===== config.mk =====
export PLATFORM = sky130hd
export DESIGN_NAME = fw_lowerr_mult
export DESIGN_NICKNAME = d
export VERILOG_FILES = /design/src/rtl/fwm_pkg.sv /design/src/rtl/fwm_pp_gen.sv /design/src/rtl/fwm_comp.sv /design/src/rtl/fwm_col_sum.sv /design/src/rtl/fw_lowerr_mult.sv
export SDC_FILE = /design/constraint.sdc
export NUM_CORES = 1
export LEC_CHECK = 0
export BUFFER_PORTS_ARGS = -buffer_cell sky130_fd_sc_hd__buf_2
export CORE_AREA = 2 2 39 41
export DETAILED_ROUTE_END_ITERATION = 12
export DIE_AREA = 0 0 41 43
export GPL_TIMING_DRIVEN = 1
export PLACE_DENSITY = 0.78
export SLEW_MARGIN = 15
export SYNTH_ARGS = -nofsm -noshare
export SYNTH_HDL_FRONTEND = slang
export SYNTH_SLANG_ARGS = --single-unit

===== constraint.sdc =====
create_clock -name vclk -period 3.2
set_input_delay 0 -clock vclk [all_inputs]
set_output_delay 0 -clock vclk [all_outputs]
set_load 0.03 [all_outputs]

===== src/rtl/fwm_pkg.sv =====
package fwm_pkg;

    typedef enum logic {
        FWM_MAG  = 1'b0,
        FWM_TWOS = 1'b1
    } fwm_arith_e;

    // A term is complemented when it pairs a sign bit with a non-sign bit
    function automatic logic flip_term(int i, int j, int n, fwm_arith_e arith);
        return (arith == FWM_TWOS) && ((i == n - 1) != (j == n - 1));
    endfunction

    // Number of estimated carries produced from column n-1
    function automatic int pair_count(int n);
        return n / 2;
    endfunction

endpackage


===== src/rtl/fwm_pp_gen.sv =====
module fwm_pp_gen
    import fwm_pkg::*;
#(
    parameter int         N     = 6,
    parameter fwm_arith_e ARITH = FWM_MAG
) (
    input  logic [N-1:0]         x,
    input  logic [N-1:0]         y,
    output logic [N-1:0][N-1:0]  kcol,
    output logic [N-1:0]         diag
);
    // kcol[c] holds the terms of product column N+c; unused slots are zero
    for (genvar c = 0; c < N; c++) begin : g_col
        for (genvar r = 0; r < N; r++) begin : g_row
            if (r < N - 1 - c) begin : g_term
                localparam int   I   = c + 1 + r;
                localparam int   J   = N + c - I;
                localparam logic INV = flip_term(I, J, N, ARITH);
                assign kcol[c][r] = (x[I] & y[J]) ^ INV;
            end else begin : g_pad
                assign kcol[c][r] = 1'b0;
            end
        end
    end

    // Column N-1 terms, k-th one pairs x[N-1-k] with y[k]
    for (genvar k = 0; k < N; k++) begin : g_diag
        localparam int   DI   = N - 1 - k;
        localparam logic DINV = flip_term(DI, k, N, ARITH);
        assign diag[k] = (x[DI] & y[k]) ^ DINV;
    end

endmodule


===== src/rtl/fwm_comp.sv =====
module fwm_comp
    import fwm_pkg::*;
#(
    parameter int         N     = 6,
    parameter fwm_arith_e ARITH = FWM_MAG
) (
    input  logic [N-1:0]   x,
    input  logic [N-1:0]   y,
    input  logic [N-1:0]   diag,
    output logic [N/2-1:0] carry
);
    localparam int PAIRS = pair_count(N);

    if (ARITH == FWM_MAG) begin : g_andor
        // One AND-OR cell per pair, built straight from the operand bits
        for (genvar m = 0; m < PAIRS; m++) begin : g_cell
            assign carry[m] = (x[N-1-2*m] & y[2*m]) | (x[N-2-2*m] & y[2*m+1]);
        end
    end else begin : g_or
        // Terms are already sign-corrected; an OR per pair suffices
        for (genvar m = 0; m < PAIRS; m++) begin : g_cell
            assign carry[m] = diag[2*m] | diag[2*m+1];
        end
    end

    // each pair carry covers at least half and at most all set terms
    always_comb begin
        a_r2_carry_floor: assert ($countones(carry) >= ($countones(diag) + 1) / 2)
            else $error("R2: fewer pair carries than half the column terms");
        a_r5_carry_ceiling: assert ($countones(carry) <= $countones(diag))
            else $error("R5: more pair carries than column terms");
    end

endmodule


===== src/rtl/fwm_col_sum.sv =====
module fwm_col_sum
    import fwm_pkg::*;
#(
    parameter int         N     = 6,
    parameter fwm_arith_e ARITH = FWM_MAG
) (
    input  logic [N-1:0][N-1:0] kcol,
    input  logic [N/2-1:0]      carry,
    output logic [N-1:0]        p
);
    localparam int PAIRS = pair_count(N);
    localparam logic [N-1:0] SIGN_FIX = (ARITH == FWM_TWOS) ?
        (N'(1) + (N'(1) << (N - 1))) : '0;

    logic [N-1:0] acc;

    // Column-compression sum, kept modulo 2^N since only N bits leave
    always_comb begin
        acc = SIGN_FIX;
        for (int c = 0; c < N; c++) begin
            acc = acc + (N'($countones(kcol[c])) << c);
        end
        for (int m = 0; m < PAIRS; m++) begin
            acc = acc + N'(carry[m]);
        end
    end

    assign p = acc;

endmodule


===== src/rtl/fw_lowerr_mult.sv =====
module fw_lowerr_mult
    import fwm_pkg::*;
#(
    parameter int         N     = 6,
    parameter fwm_arith_e ARITH = FWM_MAG
) (
    input  logic [N-1:0] x,
    input  logic [N-1:0] y,
    output logic [N-1:0] p
);
    localparam int HALF = pair_count(N);

    logic [N-1:0][N-1:0] kcol;
    logic [N-1:0]        diag;
    logic [HALF-1:0]     carry;

    fwm_pp_gen #(.N(N), .ARITH(ARITH)) u_pp (
        .x    (x),
        .y    (y),
        .kcol (kcol),
        .diag (diag)
    );

    fwm_comp #(.N(N), .ARITH(ARITH)) u_comp (
        .x     (x),
        .y     (y),
        .diag  (diag),
        .carry (carry)
    );

    fwm_col_sum #(.N(N), .ARITH(ARITH)) u_sum (
        .kcol  (kcol),
        .carry (carry),
        .p     (p)
    );

    // Error window against the true upper half of the product
    logic [N-1:0] hi_ref;
    int           err_i;

    if (ARITH == FWM_MAG) begin : g_ref_mag
        assign hi_ref = N'(({{N{1'b0}}, x} * {{N{1'b0}}, y}) >> N);
    end else begin : g_ref_twos
        assign hi_ref = N'(($signed({{N{x[N-1]}}, x}) * $signed({{N{y[N-1]}}, y})) >>> N);
    end

    always_comb begin
        err_i = int'($signed(p - hi_ref));
        if (ARITH == FWM_MAG) begin
            a_r3_err_window: assert (err_i >= -(N - 1) && err_i <= N / 2)
                else $error("R3: magnitude error %0d outside window", err_i);
            a_r7_zero_operand: assert (!(x == '0 || y == '0) || p == '0)
                else $error("R7: zero operand gave nonzero output");
        end else begin
            a_r6_err_window: assert (err_i >= -(N - 1) && err_i <= N / 2)
                else $error("R6: signed error %0d outside window", err_i);
            a_r8_min_square: assert (!(x == (N'(1) << (N - 1)) && y == (N'(1) << (N - 1)))
                                     || p == (N'(1) << (N - 2)) + N'(1))
                else $error("R8: most-negative square gave wrong output");
        end
    end

endmodule


; Word level (Yosys, flattened, before mapping)
; Cells that the tools add are included.
; Widths: inputs -> output; s select.
[totals]
in_bits = 12
wordCells = 41
out_inout_bits = 6
register_bits = 0
[op_classes]
add_sub_neg = 17
bitwise_logic = 24
[ops]
columns = operator, count
row1 = $add 6x1->6, 4
row2 = $add 6x6->6, 4
row3 = $and 1x1->1, 21
row4 = $add 1x1->2, 6
row5 = $add 6x5->6, 1
row6 = $add 5x5->5, 1
row7 = $add 4x1->4, 1
row8 = $or 1x1->1, 3

; Depth between registers and ports, before layout
; Gate-level depths: netlist (run 1).
[logic_depth]
depth_word = 11
ltp_mapped = 13
ltp_nobuf = 13

; By module
; A second synthesis (run 1) with hierarchy kept.
[unflattened]
cells_unflattened = 150
hier_area_um2 = 1270.0
[by_module_without_submodules]
columns = mod, seq_area_each_um2, cells_each, area_each_um2, n_inst
row1 = fwm_col_sum, 0.0, 104, 950.9, 1
row2 = fwm_pp_gen, 0.0, 43, 292.8, 1
row3 = fwm_comp, 0.0, 3, 26.3, 1

; Worst setup path before layout (run 1)
; Ideal clock, no wire load.
[synth_path]
kind = input to output
start = in x[2]
end = out p[5]
cell_stages = 13
arrival_time_ps = 2856
required_ps = 3200
n_path_buf = 0
setup_slack_ps = 344
path_cell_list = and2_1 ha_1 ha_1 fa_1 inv_1 fa_1 inv_1 ha_1 ha_1 o21ai_0 o21bai_1 a21oi_2 xnor2_1
[synth_between]
elab_chain_cells = 11
elab_cells_between_ends = 16
cone_classes = add/sub: 12 / bitwise: 4
[synth_lines]
columns = element, line
row1 = from (decl), fw_lowerr_mult.sv:7  ; input logic [N-1:0] x,
row2 = $and 1x1->1, fwm_pp_gen.sv:19  ; assign kcol[c][r] = (x[I] & y[J]) ^ INV;
row3 = $add 1x1->2 (not written as such), fwm_col_sum.sv:21  ; acc = acc + (N'($countones(kcol[c])) << c);
row4 = $add 6x6->6 (not written as such), fwm_col_sum.sv:21
row5 = $add 6x1->6 (not written as such), fwm_col_sum.sv:21
row6 = $add 6x6->6 (3 in a row), fwm_col_sum.sv:21
row7 = $add 6x5->6, fwm_col_sum.sv:21
row8 = $add 6x1->6, fwm_col_sum.sv:24  ; acc = acc + N'(carry[m]);
row9 = $add 6x1->6 * (2 in a row), fwm_col_sum.sv:24
row10 = to (decl), fw_lowerr_mult.sv:9  ; output logic [N-1:0] p
; Every way passes the cells marked *; elsewhere a longest branch is shown, timed or not.

; Worst setup path in the final report (run 1)
[layout_path]
start = in y[5]
end = out p[4]
[layout_between]
elab_chain_cells = 11
elab_cells_between_ends = 22
cone_classes = add/sub: 15 / bitwise: 7
[layout_lines]
columns = element, line
row1 = from (decl), fw_lowerr_mult.sv:8  ; input logic [N-1:0] y,
row2 = $and 1x1->1, fwm_pp_gen.sv:19
row3 = $add 1x1->2 (not written as such), fwm_col_sum.sv:21
row4 = $add 6x6->6 (not written as such), fwm_col_sum.sv:21
row5 = $add 6x1->6 (not written as such), fwm_col_sum.sv:21
row6 = $add 6x6->6 (3 in a row), fwm_col_sum.sv:21
row7 = $add 6x5->6, fwm_col_sum.sv:21
row8 = $add 6x1->6 (2 in a row), fwm_col_sum.sv:24
row9 = $add 6x1->6 *, fwm_col_sum.sv:24
; Marks and branches as above.

==> metrics.md, run 1 <==
| Metric | Value |
|---|---|
| Number of design rule violations left after detail routing | `0` |
| Met3 usage in global routing | `0%` |
| Cell-by-cell trace of the critical path | `buf_2 -> and2_1 -> ha_1 -> fa_1 -> inv_1 -> fa_1 -> inv_1 -> ha_1 -> fa_1 -> a21o_1 -> a21oi_1 -> xnor2_1 -> buf_2` |
| Antenna-violating nets left | `0` |
| Result of the run | `completed` |
| Core Footprint | `~0.0014 sq mm` |
| Total Routing Usage GR | `16.2%` |
| Max-slew headroom | `between 80 and 90%` |
| Met1 track demand over resource | `21.2%` |
| Utilization after layout | `between 50% and 60%` |
| Power density of the placed cells | `410 mW/mm^2` |
| First DRT Iteration DRCs | `7` |
| Worst vdd ir | `approximately 440 uV` |
| Synth warn | `0` |
| Max Clk Rate | `around 330 MHz` |
| First-pass iteration count of the detailed router | `2` |
| Die width | `between 40 and 50 um` |
| Floorplan die area | `~0.0018 sq mm` |
| Worst Tran Pin Value | `about 0.26 ns` |
| Worst Hold Endpoint | `p[0]` |
| Critical path class | `in -> out` |
| Worst Path Buf+Inv | `4` |
| Global-route wire length before repair | `just over 2000 um` |
| Post-synth cell types | `16` |
| Slowest stage delay, CP | `between 0.5 and 0.6 ns` |
| PostCTS Resize Cnt | `0` |
| Via count of the first global-routing pass | `between 500 and 600` |
| Pin count of the biggest net entering global routing | `7` |
| Worst Hold Path Cells | `4` |
| Port Buffers | `18` |
| Peak fanout along the critical path | `6` |
| Hold crit path type | `in -> out` |
| Vertical die dimension | `about 43 um` |
| Dpl hpwl | `between 1000 and 1500 um` |
| Time the final worst path needs with I/O delays and setup | `between 3 and 4 ns` |
| RSZ-0062 raised after global routing | `no` |
| Layout cells sized above 1 | `around 24%` |
| Setup violation total in the final timing report | `0` |
| Ant. Diodes | `0` |
| Required time of the critical path | `roughly 3.2 ns` |
| Mapped Avg Cell Area | `~9.5 sq um` |
| Portion of synthesized cell area occupied by the leading cell type | `36.3%` |
| Num rows | `14` |
| Final wirelength | `between 1000 and 1500 um` |
| Crit. path cell count | `13` |
| RD Place Congestion | `approximately 0.7` |
| Critical path launch point type | `input port` |
| Part of the cycle the worst path needs | `a little over nine tenths` |
| Dpl ws | `approximately 0.12 ns` |
| CLK BUF | `0` |
| Final setup margin | `between 0.1 and 0.15 ns` |
| Grt ovf | `0` |
| Seq_cells | `0` |
| Arrival time at the worst endpoint | `~3 ns` |
| Vias post-DR | `approximately 520` |
| Busiest grt layer | `met2` |
| Hold bufs inserted after CTS | `0` |
| Main area contributors after synthesis | `ha_1 36%, fa_1 24%, and2_1 12%` |
| Number of setup buffers added after CTS | `0` |
| # nets final | `roughly 130` |
| Kind of cell with the highest combined delay on the critical path | `adder cells` |
| Initial cell density of the core | `47.4%` |
| I/O Pins | `18` |
| Sum of internal, switching and leakage power | `around 0.31 mW` |
| Synthesized Nets | `~110` |
| Storage element area | `0 sq um` |
| Sum of negative setup slack | `0 ns` |
| Avg WL per Cell | `about 12 um` |
| Slowest cell on crit path | `fa_1` |
| Initial antenna violation count | `0` |
| MaxCap Viol Count | `0` |
| Met2 track demand over resource in global routing | `approximately 30%` |
| Number of standard cells after synthesis | `between 60 and 70` |
| Share of the yosys chip area belonging to registers | `0%` |
| Post-synthesis to final-layout area growth | `16.8%` |
| Hold Violations, Final | `0` |
| Total standard cell area after synthesis | `between 600 and 700 sq um` |
| Critical path capture point type | `output pin` |
| Dominant cell type by area after synthesis | `ha_1` |
| Via density per instance | `5.02` |
| Leak | `about 0.47 nW` |
| Final Max Slew Viols | `0` |
| Worst min-delay path startpoint | `y[1]` |
| Library cell appearing most often on the critical path | `fa_1` |
routing by layer:
metal,wire (um),up-vias
met5,0,-
met4,0,0
met3,45,0
met2,609,11
met1,536,241
li1,-,265
cells by family (layout without fill, tap and decap cells):
group           Yosys count  in the layout  share of synthesized area (%)
buf+inv                  11             29                           6.30
xor+xnor                  5              5                           6.68
compound gates           11             11                           12.8
simple gates             15             15                           13.6
fa+ha+maj                27             27                           60.7
report_power, final:
part	switching, mW	internal, mW	leakage (nW)
registers	0	0	0
logic	0.195	0.119	0.468
clock network	0	0	0
total	0.195	0.119	0.468
Yosys cell counts:
cell,n
a21oi_1,2
o21bai_1,1
a21oi_2,1
a21o_1,1
nand2_1,2
inv_1,11
and2_1,13
o21ai_0,1
a22oi_1,2
ha_1,19
a22o_1,1
xor2_1,2
a211oi_2,1
xnor2_1,3
a21o_2,1
fa_1,8
worst max-delay path by stage:
stage,startpoint,end,slack [ns]
2_1_floorplan,x[2],p[5],0.34
3_3_place_gp,y[5],p[4],0.16
3_5_place_dp,y[5],p[4],0.12
4_1_cts,y[5],p[4],0.12
5_1_grt,y[5],p[4],0.005
6_report,y[5],p[4],0.13
cells in the final DEF, fill, tap and decap left out:
cell,count
nand2_1,2
a22oi_1,2
xor2_1,2
o21ai_0,1
a211oi_2,1
ha_1,19
a22o_1,1
a21o_1,1
fa_1,8
buf_2,18
a21oi_2,1
o21bai_1,1
a21o_2,1
inv_1,11
a21oi_1,2
xnor2_1,3
and2_1,13
tightest hold or removal path: cells and delay by family:
family | cells | cell delay (ns)
adder cells (fa/ha/maj) | 1 | 0.11
AND/OR/NAND/NOR | 1 | 0.12
buffers and inverters | 2 | 0.27
area by class of cell:
class	instances	area, sq um
well taps	16	20.0
fillers	131	618
repair buffers	18	90.1
multi-input cells	58	614
inverters	11	41.3
through the flow:
| step | hold slack, ns | instance area (sq um) | cells |
|---|---|---|---|
| floorplan | 0.372 | 656 | 69 |
| finish | 0.507 | 766 | 103 |
| global placement | 0.500 | 766 | 103 |
| global route | 0.538 | 766 | 103 |
| CTS | 0.509 | 766 | 103 |
| detailed placement | 0.506 | 766 | 103 |
Note: power is estimated with default switching activity, not from simulation.
==> run 2: changes to the inputs <==
--- a/config.mk
+++ b/config.mk
@@ -11,6 +11,8 @@
 export DIE_AREA = 0 0 41 43
 export GPL_TIMING_DRIVEN = 1
 export PLACE_DENSITY = 0.78
+export REMOVE_ABC_BUFFERS = 1
+export SETUP_SLACK_MARGIN = 0.05
 export SLEW_MARGIN = 15
 export SYNTH_ARGS = -nofsm -noshare
 export SYNTH_HDL_FRONTEND = slang
==> run 2 against run 1 <==
- combinational power is 2% higher
- clock-buffer cell count stayed put
- non-clock buffer count stayed put
- core utilization is 0.45 points higher
- first-iteration DRC count stayed put
- design area is 0.82% higher
- hold slack stayed put
- total power is 2.0% higher
- largest cell class unchanged
- largest power group unchanged
- highest routed layer unchanged
==> metrics.md, run 2 (synthesis gave the netlist of run 1 again) <==
| Metric | Value |
|---|---|
| Result of the run | `completed` |
| Time the final worst path needs with I/O delays and setup | `roughly 3.0 ns` |
| Library cell appearing most often on the critical path | `fa_1` |
| Hold bufs inserted after CTS | `0` |
| Pin count of the biggest net entering global routing | `7` |
| Number of design rule violations left after detail routing | `0` |
| Worst Tran Pin Value | `about 0.26 ns` |
| CLK BUF | `0` |
| First DRT Iteration DRCs | `7` |
| Seq_cells | `0` |
| Worst Path Buf+Inv | `4` |
| Number of instances in the placed design | `between 100 and 150` |
| MaxCap Viol Count | `0` |
| Worst min-delay path startpoint | `y[1]` |
| Layout cells sized above 1 | `~25%` |
| Hold crit path type | `in -> out` |
| Most common cell after layout, fill and taps aside | `ha_1` |
| Initial cell density of the core | `47.4%` |
| Via density per instance | `5.02` |
| Net Sw Power | `a little under 0.2 mW` |
| Critical path launch point type | `input port` |
| Final Max Slew Viols | `0` |
| Ant. Diodes | `0` |
| Sum of negative setup slack | `0 ns` |
| Number of setup buffers added after CTS | `0` |
| Worst Hold Path Cells | `4` |
| Die width | `~40 um` |
| Core Footprint | `around 0.0014 sq mm` |
| Port Buffers | `18` |
| Kind of cell with the highest combined delay on the critical path | `adder cells` |
| Peak fanout along the critical path | `6` |
| Relative contribution of the clock network to total power | `0%` |
| RSZ-0062 raised after global routing | `no` |
| Cell-by-cell trace of the critical path | `buf_2 -> and2_1 -> ha_1 -> fa_1 -> inv_1 -> fa_1 -> inv_1 -> ha_1 -> fa_1 -> a21o_1 -> a21oi_2 -> xnor2_1 -> buf_4` |
| Vias post-DR | `just over 500` |
| Worst vdd ir | `between 400 and 500 uV` |
| Dpl hpwl | `between 1000 and 1500 um` |
| Via count of the first global-routing pass | `530` |
| Slowest stage delay, CP | `0.54 ns` |
| Final wirelength | `roughly 1200 um` |
| Hold Violations, Final | `0` |
| Fraction of power spent switching nets | `61.6%` |
| Num rows | `14` |
| Power density of the placed cells | `around 410 mW/mm^2` |
| Setup violation total in the final timing report | `0` |
| Final standard cell count with taps included and fillers excluded | `103` |
| Required time of the critical path | `between 3 and 4 ns` |
| Total Routing Usage GR | `between 15 and 20%` |
| First-pass iteration count of the detailed router | `2` |
| # nets final | `128` |
| Max Clk Rate | `around 330 MHz` |
| Storage element area | `0 sq um` |
| Critical path class | `in -> out` |
| Vertical die dimension | `approximately 43 um` |
| Max-slew headroom | `between 80% and 90%` |
| Post-synthesis to final-layout area growth | `17.7%` |
| RD Place Congestion | `0.697` |
| Reg power frac | `0%` |
| Slowest cell on crit path | `fa_1` |
| Combinational cell fraction of total power | `100.0%` |
| Antenna-violating nets left | `0` |
| Grt ovf | `0` |
| Int Power | `around 0.12 mW` |
| Minimum hold slack | `between 0.5 and 0.6 ns` |
| Floorplan die area | `0.00176 sq mm` |
| Leak | `about 0.47 nW` |
| Critical path capture point type | `output pin` |
| PostCTS Resize Cnt | `0` |
| Avg WL per Cell | `roughly 12 um` |
| Arrival time at the worst endpoint | `3.02 ns` |
| Commonest cells after routing, fill and taps aside | `19 x ha_1, 17 x buf_2, 13 x and2_1` |
| Initial antenna violation count | `0` |
| Global-route wire length before repair | `2060 um` |
| I/O Pins | `18` |
| Worst Hold Endpoint | `p[0]` |
| Part of the cycle the worst path needs | `about 94%` |
## run 2: cell counts in the layout (fill, tap and decap cells not counted)
Identical to the previous run, type by type.
## run 2: tightest hold or removal path: stages
cell and delay [ns]:
buf_2 0.08, and2_1 0.12, ha_1 0.11, buf_2 0.19
## run 2: area by class of cell
type | instances | area (sq um)
Tap cell | 16 | 20.0
Timing Repair Buffer | 18 | 92.6
Multi-Input combinational cell | 58 | 618
Fill cell | 129 | 612
Inverter | 11 | 41.3
## run 2: how the worst max path moves through the flow
stage | slack, ns | startpoint | depth (start not counted) | end
after detailed placement | 0.12 | y[5] | 13 | p[4]
after floorplan | 0.34 | x[2] | 13 | p[5]
after global routing | 0.08 | y[5] | 13 | p[4]
after global placement | 0.16 | y[5] | 13 | p[4]
after CTS | 0.12 | y[5] | 13 | p[4]
final | 0.18 | y[5] | 13 | p[4]
## run 2: metal layers
| metal | part of all wire, % | GRT usage (%) |
|---|---|---|
| met1 | 45 | 21.2 |
| met2 | 51 | 30.0 |
| met3 | 3.8 | 0 |
| met4 | 0 | 0 |
| met5 | 0 | 0 |
## run 2: power groups by stage
stage	registers, mW	clock network, mW	logic, mW
finish	0	0	0.320
global placement	0	0	0.307
floorplan	0	0	0.247
detailed placement	0	0	0.317
CTS	0	0	0.319
global route	0	0	0.351
## run 2: through the flow
step	setup WS (ns)	total power [mW]	area [sq um]	util, %
global route	0.0817	0.351	772	55.8
finish	0.185	0.320	772	55.8
global placement	0.159	0.307	766	55.3
floorplan	0.344	0.247	656	-
CTS	0.117	0.319	766	55.3
detailed placement	0.125	0.317	766	55.3
